--- config.mk ---
export PLATFORM = sky130hd
export DESIGN_NAME = bkx_xfer
export DESIGN_NICKNAME = d
export VERILOG_FILES = /design/src/rtl/bkx_pkg.sv /design/src/rtl/bkx_seq.sv /design/src/rtl/bkx_ptr.sv /design/src/rtl/bkx_addr_mux.sv /design/src/rtl/bkx_xfer.sv
export SDC_FILE = /design/constraint.sdc
export NUM_CORES = 1
export LEC_CHECK = 0
export CAP_MARGIN = 20
export CORE_MARGIN = 1.5
export CORE_UTILIZATION = 42
export CTS_CLUSTER_SIZE = 8
export DETAILED_ROUTE_END_ITERATION = 10
export PLACE_DENSITY = 0.88
export RECOVER_POWER = 25
export SYNTH_ARGS = -nofsm -noshare
export SYNTH_HDL_FRONTEND = slang
export SYNTH_HIERARCHICAL = 1
export SYNTH_SLANG_ARGS = --single-unit
export TNS_END_PERCENT = 1
--- constraint.sdc ---
create_clock -name clk_i -period 3.25 [get_ports clk_i]
set_input_delay 0.65 -clock clk_i [delete_from_list [all_inputs] [get_ports clk_i]]
set_output_delay 0.65 -clock clk_i [all_outputs]
set_load 0.01 [all_outputs]
--- src/rtl/bkx_pkg.sv ---
package bkx_pkg;
  typedef enum logic [1:0] {
    ST_IDLE = 2'd0,
    ST_STB  = 2'd1,
    ST_DONE = 2'd2
  } seq_st_e;
endpackage

--- src/rtl/bkx_seq.sv ---
module bkx_seq
  import bkx_pkg::*;
#(
  parameter int unsigned STB_CYCLES = 2
) (
  input  logic clk_i,
  input  logic rst_ni,
  input  logic req_i,
  output logic accept_o,
  output logic stb_o,
  output logic last_stb_o,
  output logic done_o,
  output logic busy_o
);
  localparam int unsigned CNT_W = (STB_CYCLES > 1) ? $clog2(STB_CYCLES) : 1;
  localparam logic [CNT_W-1:0] CNT_LAST = CNT_W'(STB_CYCLES - 1);

  seq_st_e          st_q, st_d;
  logic [CNT_W-1:0] cnt_q, cnt_d;

  always_comb begin
    accept_o   = (st_q == ST_IDLE) && req_i;
    stb_o      = (st_q == ST_STB);
    last_stb_o = stb_o && (cnt_q == CNT_LAST);
    done_o     = (st_q == ST_DONE);
    busy_o     = (st_q != ST_IDLE);
  end

  always_comb begin
    st_d  = st_q;
    cnt_d = cnt_q;
    unique case (st_q)
      ST_IDLE: if (req_i) begin
        st_d  = ST_STB;
        cnt_d = '0;
      end
      ST_STB: begin
        if (cnt_q == CNT_LAST) st_d = ST_DONE;
        else                   cnt_d = cnt_q + 1'b1;
      end
      ST_DONE: st_d = ST_IDLE;
      default: st_d = ST_IDLE;
    endcase
  end

  always_ff @(posedge clk_i or negedge rst_ni) begin
    if (!rst_ni) begin
      st_q  <= ST_IDLE;
      cnt_q <= '0;
    end else begin
      st_q  <= st_d;
      cnt_q <= cnt_d;
    end
  end

  p_done_pulse_r4: assert property (@(posedge clk_i) disable iff (!rst_ni)
    done_o |=> !done_o);
  p_done_after_last_r4: assert property (@(posedge clk_i) disable iff (!rst_ni)
    last_stb_o |=> done_o);
  p_stb_start_r3: assert property (@(posedge clk_i) disable iff (!rst_ni)
    accept_o |=> (stb_o && !done_o));
  p_done_from_stb_r4: assert property (@(posedge clk_i) disable iff (!rst_ni)
    $rose(done_o) |-> $past(stb_o));
endmodule

--- src/rtl/bkx_ptr.sv ---
module bkx_ptr #(
  parameter int unsigned ADDR_W = 24
) (
  input  logic              clk_i,
  input  logic              rst_ni,
  input  logic              wr_i,
  input  logic [ADDR_W-1:0] wdata_i,
  input  logic              inc_i,
  output logic [ADDR_W-1:0] ptr_o
);
  logic [ADDR_W-1:0] ptr_q;

  // load has priority over advance
  always_ff @(posedge clk_i or negedge rst_ni) begin
    if (!rst_ni)    ptr_q <= '0;
    else if (wr_i)  ptr_q <= wdata_i;
    else if (inc_i) ptr_q <= ptr_q + 1'b1;
  end

  assign ptr_o = ptr_q;

  p_load_wins_r10: assert property (@(posedge clk_i) disable iff (!rst_ni)
    wr_i |=> (ptr_o == $past(wdata_i)));
  p_hold_r9: assert property (@(posedge clk_i) disable iff (!rst_ni)
    (!wr_i && !inc_i) |=> $stable(ptr_o));
  p_wrap_r8: assert property (@(posedge clk_i) disable iff (!rst_ni)
    (inc_i && !wr_i && (&ptr_o)) |=> (ptr_o == '0));
endmodule

--- src/rtl/bkx_addr_mux.sv ---
module bkx_addr_mux #(
  parameter int unsigned ADDR_W = 24,
  parameter int unsigned SA_W   = 5,
  parameter int unsigned WC_W   = 5
) (
  input  logic              ext_i,
  input  logic [SA_W-1:0]   sa_i,
  input  logic [WC_W-1:0]   wc_i,
  input  logic [ADDR_W-1:0] ptr_i,
  output logic [ADDR_W-1:0] addr_o
);
  localparam int unsigned FLD_W = SA_W + WC_W;

  logic [ADDR_W-1:0] ext_addr;

  generate
    if (ADDR_W > FLD_W) begin : g_pad
      assign ext_addr = {{(ADDR_W - FLD_W){1'b0}}, sa_i, wc_i};
    end else begin : g_trunc
      logic [FLD_W-1:0] fld;
      assign fld      = {sa_i, wc_i};
      assign ext_addr = fld[ADDR_W-1:0];
    end
  endgenerate

  assign addr_o = ext_i ? ext_addr : ptr_i;
endmodule

--- src/rtl/bkx_xfer.sv ---
module bkx_xfer #(
  parameter int unsigned ADDR_W     = 24,
  parameter int unsigned DATA_W     = 16,
  parameter int unsigned SA_W       = 5,
  parameter int unsigned WC_W       = 5,
  parameter int unsigned STB_CYCLES = 2
) (
  input  logic              clk_i,
  input  logic              rst_ni,
  input  logic              ptr_wr_i,
  input  logic [ADDR_W-1:0] ptr_wdata_i,
  output logic [ADDR_W-1:0] ptr_rdata_o,
  input  logic              req_i,
  input  logic              req_we_i,
  input  logic              req_ext_i,
  input  logic [SA_W-1:0]   req_sa_i,
  input  logic [WC_W-1:0]   req_wc_i,
  input  logic [DATA_W-1:0] req_wdata_i,
  output logic              busy_o,
  output logic              done_o,
  output logic [DATA_W-1:0] rdata_o,
  output logic [ADDR_W-1:0] addr_o,
  output logic              ext_sel_o,
  output logic              rd_stb_o,
  output logic              wr_stb_o,
  output logic [DATA_W-1:0] dout_o,
  input  logic [DATA_W-1:0] din_i
);
  logic              accept, stb, last_stb, done, busy;
  logic              ext_q, we_q;
  logic [SA_W-1:0]   sa_q;
  logic [WC_W-1:0]   wc_q;
  logic [DATA_W-1:0] wdata_q, rdata_q;
  logic [ADDR_W-1:0] ptr;
  logic              ptr_inc;

  bkx_seq #(.STB_CYCLES(STB_CYCLES)) i_seq (
    .clk_i      (clk_i),
    .rst_ni     (rst_ni),
    .req_i      (req_i),
    .accept_o   (accept),
    .stb_o      (stb),
    .last_stb_o (last_stb),
    .done_o     (done),
    .busy_o     (busy)
  );

  // request capture
  always_ff @(posedge clk_i or negedge rst_ni) begin
    if (!rst_ni) begin
      ext_q   <= 1'b0;
      we_q    <= 1'b0;
      sa_q    <= '0;
      wc_q    <= '0;
      wdata_q <= '0;
    end else if (accept) begin
      ext_q   <= req_ext_i;
      we_q    <= req_we_i;
      sa_q    <= req_sa_i;
      wc_q    <= req_wc_i;
      wdata_q <= req_wdata_i;
    end
  end

  // read capture on final strobe cycle
  always_ff @(posedge clk_i or negedge rst_ni) begin
    if (!rst_ni)                rdata_q <= '0;
    else if (last_stb && !we_q) rdata_q <= din_i;
  end

  assign ptr_inc = done && !ext_q;

  bkx_ptr #(.ADDR_W(ADDR_W)) i_ptr (
    .clk_i   (clk_i),
    .rst_ni  (rst_ni),
    .wr_i    (ptr_wr_i),
    .wdata_i (ptr_wdata_i),
    .inc_i   (ptr_inc),
    .ptr_o   (ptr)
  );

  bkx_addr_mux #(.ADDR_W(ADDR_W), .SA_W(SA_W), .WC_W(WC_W)) i_amux (
    .ext_i  (busy && ext_q),
    .sa_i   (sa_q),
    .wc_i   (wc_q),
    .ptr_i  (ptr),
    .addr_o (addr_o)
  );

  assign ptr_rdata_o = ptr;
  assign busy_o      = busy;
  assign done_o      = done;
  assign rdata_o     = rdata_q;
  assign dout_o      = wdata_q;
  assign rd_stb_o    = stb && !we_q;
  assign wr_stb_o    = stb && we_q;
  assign ext_sel_o   = stb && ext_q;

  p_stb_excl_r3: assert property (@(posedge clk_i) disable iff (!rst_ni)
    !(rd_stb_o && wr_stb_o));
  p_ext_keeps_ptr_r9: assert property (@(posedge clk_i) disable iff (!rst_ni)
    (ext_sel_o && !ptr_wr_i) |=> $stable(ptr_rdata_o));
  p_dout_stable_r6: assert property (@(posedge clk_i) disable iff (!rst_ni)
    (wr_stb_o && !done_o) |=> (!wr_stb_o || $stable(dout_o)));
  p_rdata_hold_r5: assert property (@(posedge clk_i) disable iff (!rst_ni)
    !rd_stb_o |=> $stable(rdata_o));
endmodule

==> impl_metrics.ini <==
[global_routing]
grt_pass1_vias = 2918
antenna_found_initial = 0
grt_max_degree = 72
track_usage = 0.210
overflow = 0
grt_pass1_wl_mm = 14.3

[die]
fp.dieW_um = 94.6
ios = 157
floorplan.initialDensity = 0.431
die_area_um2 = 8940
row_count = 33
die_h_um = 94.6
core_um2 = 8180

[timing]
final-hold-violation-count = 0
rsz0062_at_grt = false
slew_viol_final = 72
finClkSkew_ns = 0.0113
fin_crit_ns = 2.98
tns_ns = 0
fmax_ghz = 0.336
max_slew_margin = -0.155
setup_viol = 0
tightest_slew_ns = 1.73
finalCritPeriodShare = 0.916

[clock_tree]
ctsLongestPathBuffers = 2
hold_buffers = 0
cts_buffers = 9
post_cts_buffers = 0
cts_tree = built
root_buffer = clkbuf_8
clk_pin_slew_ns = 0.07
cts.htree.levels = 3
worstSkewPairLatency_ns = 0.34
clock-sinks = 71
ctsResizeCount = 1

[logic_synthesis]
syn_inst = 296
synth_area_leaders = dfrtp_1 50%, mux2_2 12%, mux2_4 6.8%
synth_cell_type_count = 43
ys_seq_area_frac = 0.505
synthArstFlopShare = 1.00
yosysTopAreaCell = dfrtp_1
syn-num-nets = 369
yosys_warnings = 6
synth_edf_count = 0
netlist_area_um2 = 3520
yosys_most_used_dff = dfrtp_1
yosys.area.top_type_share = 0.505
synth-seq-cells = 71
avgSynthCellArea_um2 = 11.9

[power_and_ir_drop]
p_leak_nw = 2.11
clock_power_share = 0.167
seq_power_share = 0.350
power.density_nw_per_um2 = 783
p_int_w = 0.00285
pwr-share-comb = 0.483
p_sw_w = 0.00129
ir_worst_vdd_v = 0.000625
p_sw_frac = 0.311

[worst_hold_path]
min_from = dout_o[10]
min_path_type = flip-flop to flip-flop

[detailed_routing]
num_vias = 2871
dr.pass1.iters = 4
route.antenna.remaining_nets = 0
via_per_inst = 5.13
drt_first_iter_violations = 91
drc_errors = 0
avgRoutedWirePerCell_um = 16.4
drt-total-wl_mm = 9.20

[worst_setup_path]
crit_start = i_seq/st_q[1]
cp_max_fo = 24
crit_path_end_kind = output pin
critPathLaunchType = flip-flop
criticalPathCategory = flip-flop to output pin
arrival_ns = 2.33
cp_data_required_time_ns = 2.60
r2r-start = i_seq/st_q[0]

[run_status]
status = finished with violations
violations = capacitance limit, slew limit

[placed_design]
place.port_buffers = 156
dp_hpwl_mm = 6.74
placedCellCount = 545
place.gp.congestion = 0.751

[layout]
num-fill-cells = 642
layout.cells.non_filler = 560
fin_util = 0.648
drive_above_1_share = 0.176
area_growth_pct = 50.4
n_antenna_cell = 0
nets = 524

[run]
maxCapViolCount = 1
[worst max-delay path, stage by stage, from the launching register on]
cell             delay [ns]
dfrtp_1                0.41
or2_4                  0.16
and2_2                 0.53
mux2_2                 0.40
clkdlybuf4s50_1        0.48
[flip-flops by register name, summed over array words and instances, names as in the netlist]
register / cells
dout_o: 16
rdata_o: 16
i_seq/st_q: 2
wc_q: 5
i_ptr/ptr_o: 24
i_seq/cnt_q: 1
sa_q: 5
ext_q: 1
we_q: 1
[cell usage after synthesis (6+ instances only)]
master and count:
a31oi_1 8, dfrtp_1 71, mux2_2 39, mux2_4 16, nand2_1 22, nand3_1 6, nand4_1 6, nor2_1 11
nor2b_1 14, nor3_1 6, o21ai_0 21, xnor2_1 10
[worst paths after layout]
| path | slack (ns) | to | depth (start not counted) |
|---|---|---|---|
| max | 0.27 | addr_o[1] | 4 |
| min | 0.50 | dout_o[10] | 1 |
| max reg2reg | 0.63 | i_ptr/ptr_o[18] | 6 |
| min reg2reg | 0.50 | dout_o[10] | 1 |
| max in group asynchronous | 1.44 | i_ptr/ptr_o[10] | 1 |
| min in group asynchronous | 0.76 | rdata_o[6] | 1 |
[per-layer routing]
metal / global-route usage / wire, um / vias up
met5: 0 / 0 / -
met2: 0.367 / 4660 / 106
met1: 0.245 / 3760 / 1391
met4: 0.0920 / 245 / 0
li1: - / - / 1353
met3: 0.0507 / 531 / 21
[metrics by stage]
stage	area, um2	power (W)	worst slack, ns	hold WS, ns
after floorplan	3520	0.00249	0.860	0.354
after global placement	5120	0.00341	0.288	0.487
after detailed placement	5120	0.00350	0.200	0.491
after CTS	5310	0.00420	0.199	0.464
after global routing	5300	0.00439	0.163	0.522
final	5300	0.00414	0.274	0.504
[power groups by stage]
stage          clock, W  sequential, W  combinational [W]
2_1_floorplan         0        0.00153           0.000965
3_3_place_gp          0        0.00144            0.00197
3_5_place_dp          0        0.00147            0.00203
4_1_cts        0.000707        0.00146            0.00203
5_1_grt        0.000753        0.00150            0.00214
6_report       0.000693        0.00145            0.00200
[layout by cell type, fill, tap and decap left out, drive strengths merged, types with 4 or more instances in the layout]
master / Yosys / layout
nor4: 4 / 4
xnor2: 10 / 10
a31oi: 8 / 8
nor2b: 15 / 15
nand3: 6 / 6
clkbuf: 5 / 13
and2b: 5 / 5
nand4: 8 / 8
clkdlybuf4s50: 0 / 155
or3: 4 / 4
xor2: 4 / 4
nor2: 12 / 12
nand2: 22 / 22
mux2: 55 / 55
o21ai: 21 / 21
inv: 5 / 5
dfrtp: 71 / 71
nor3: 6 / 6
and2: 5 / 5
[cell families after synthesis]
logic type / after synthesis / synth area share
AOI/OAI and AO/OA: 33 / 0.0519
adders and majority gates: 1 / 0.00355
and+or+nand+nor: 100 / 0.168
DFF: 71 / 0.505
muxes: 57 / 0.199
xor gates and xnor gates: 14 / 0.0348
buffers and inverters: 20 / 0.0384
[layout make-up]
class	instances	area, um2	area share
sequential	71	1780	0.335
inverter	6	22.5	0.00425
timing repair buffer	158	1570	0.297
multi-input combinational	205	1610	0.303
tap	105	131	0.0248
clock buffer	12	145	0.0274
clock inverter	3	43.8	0.00827
(Power assumes the default switching activity.)
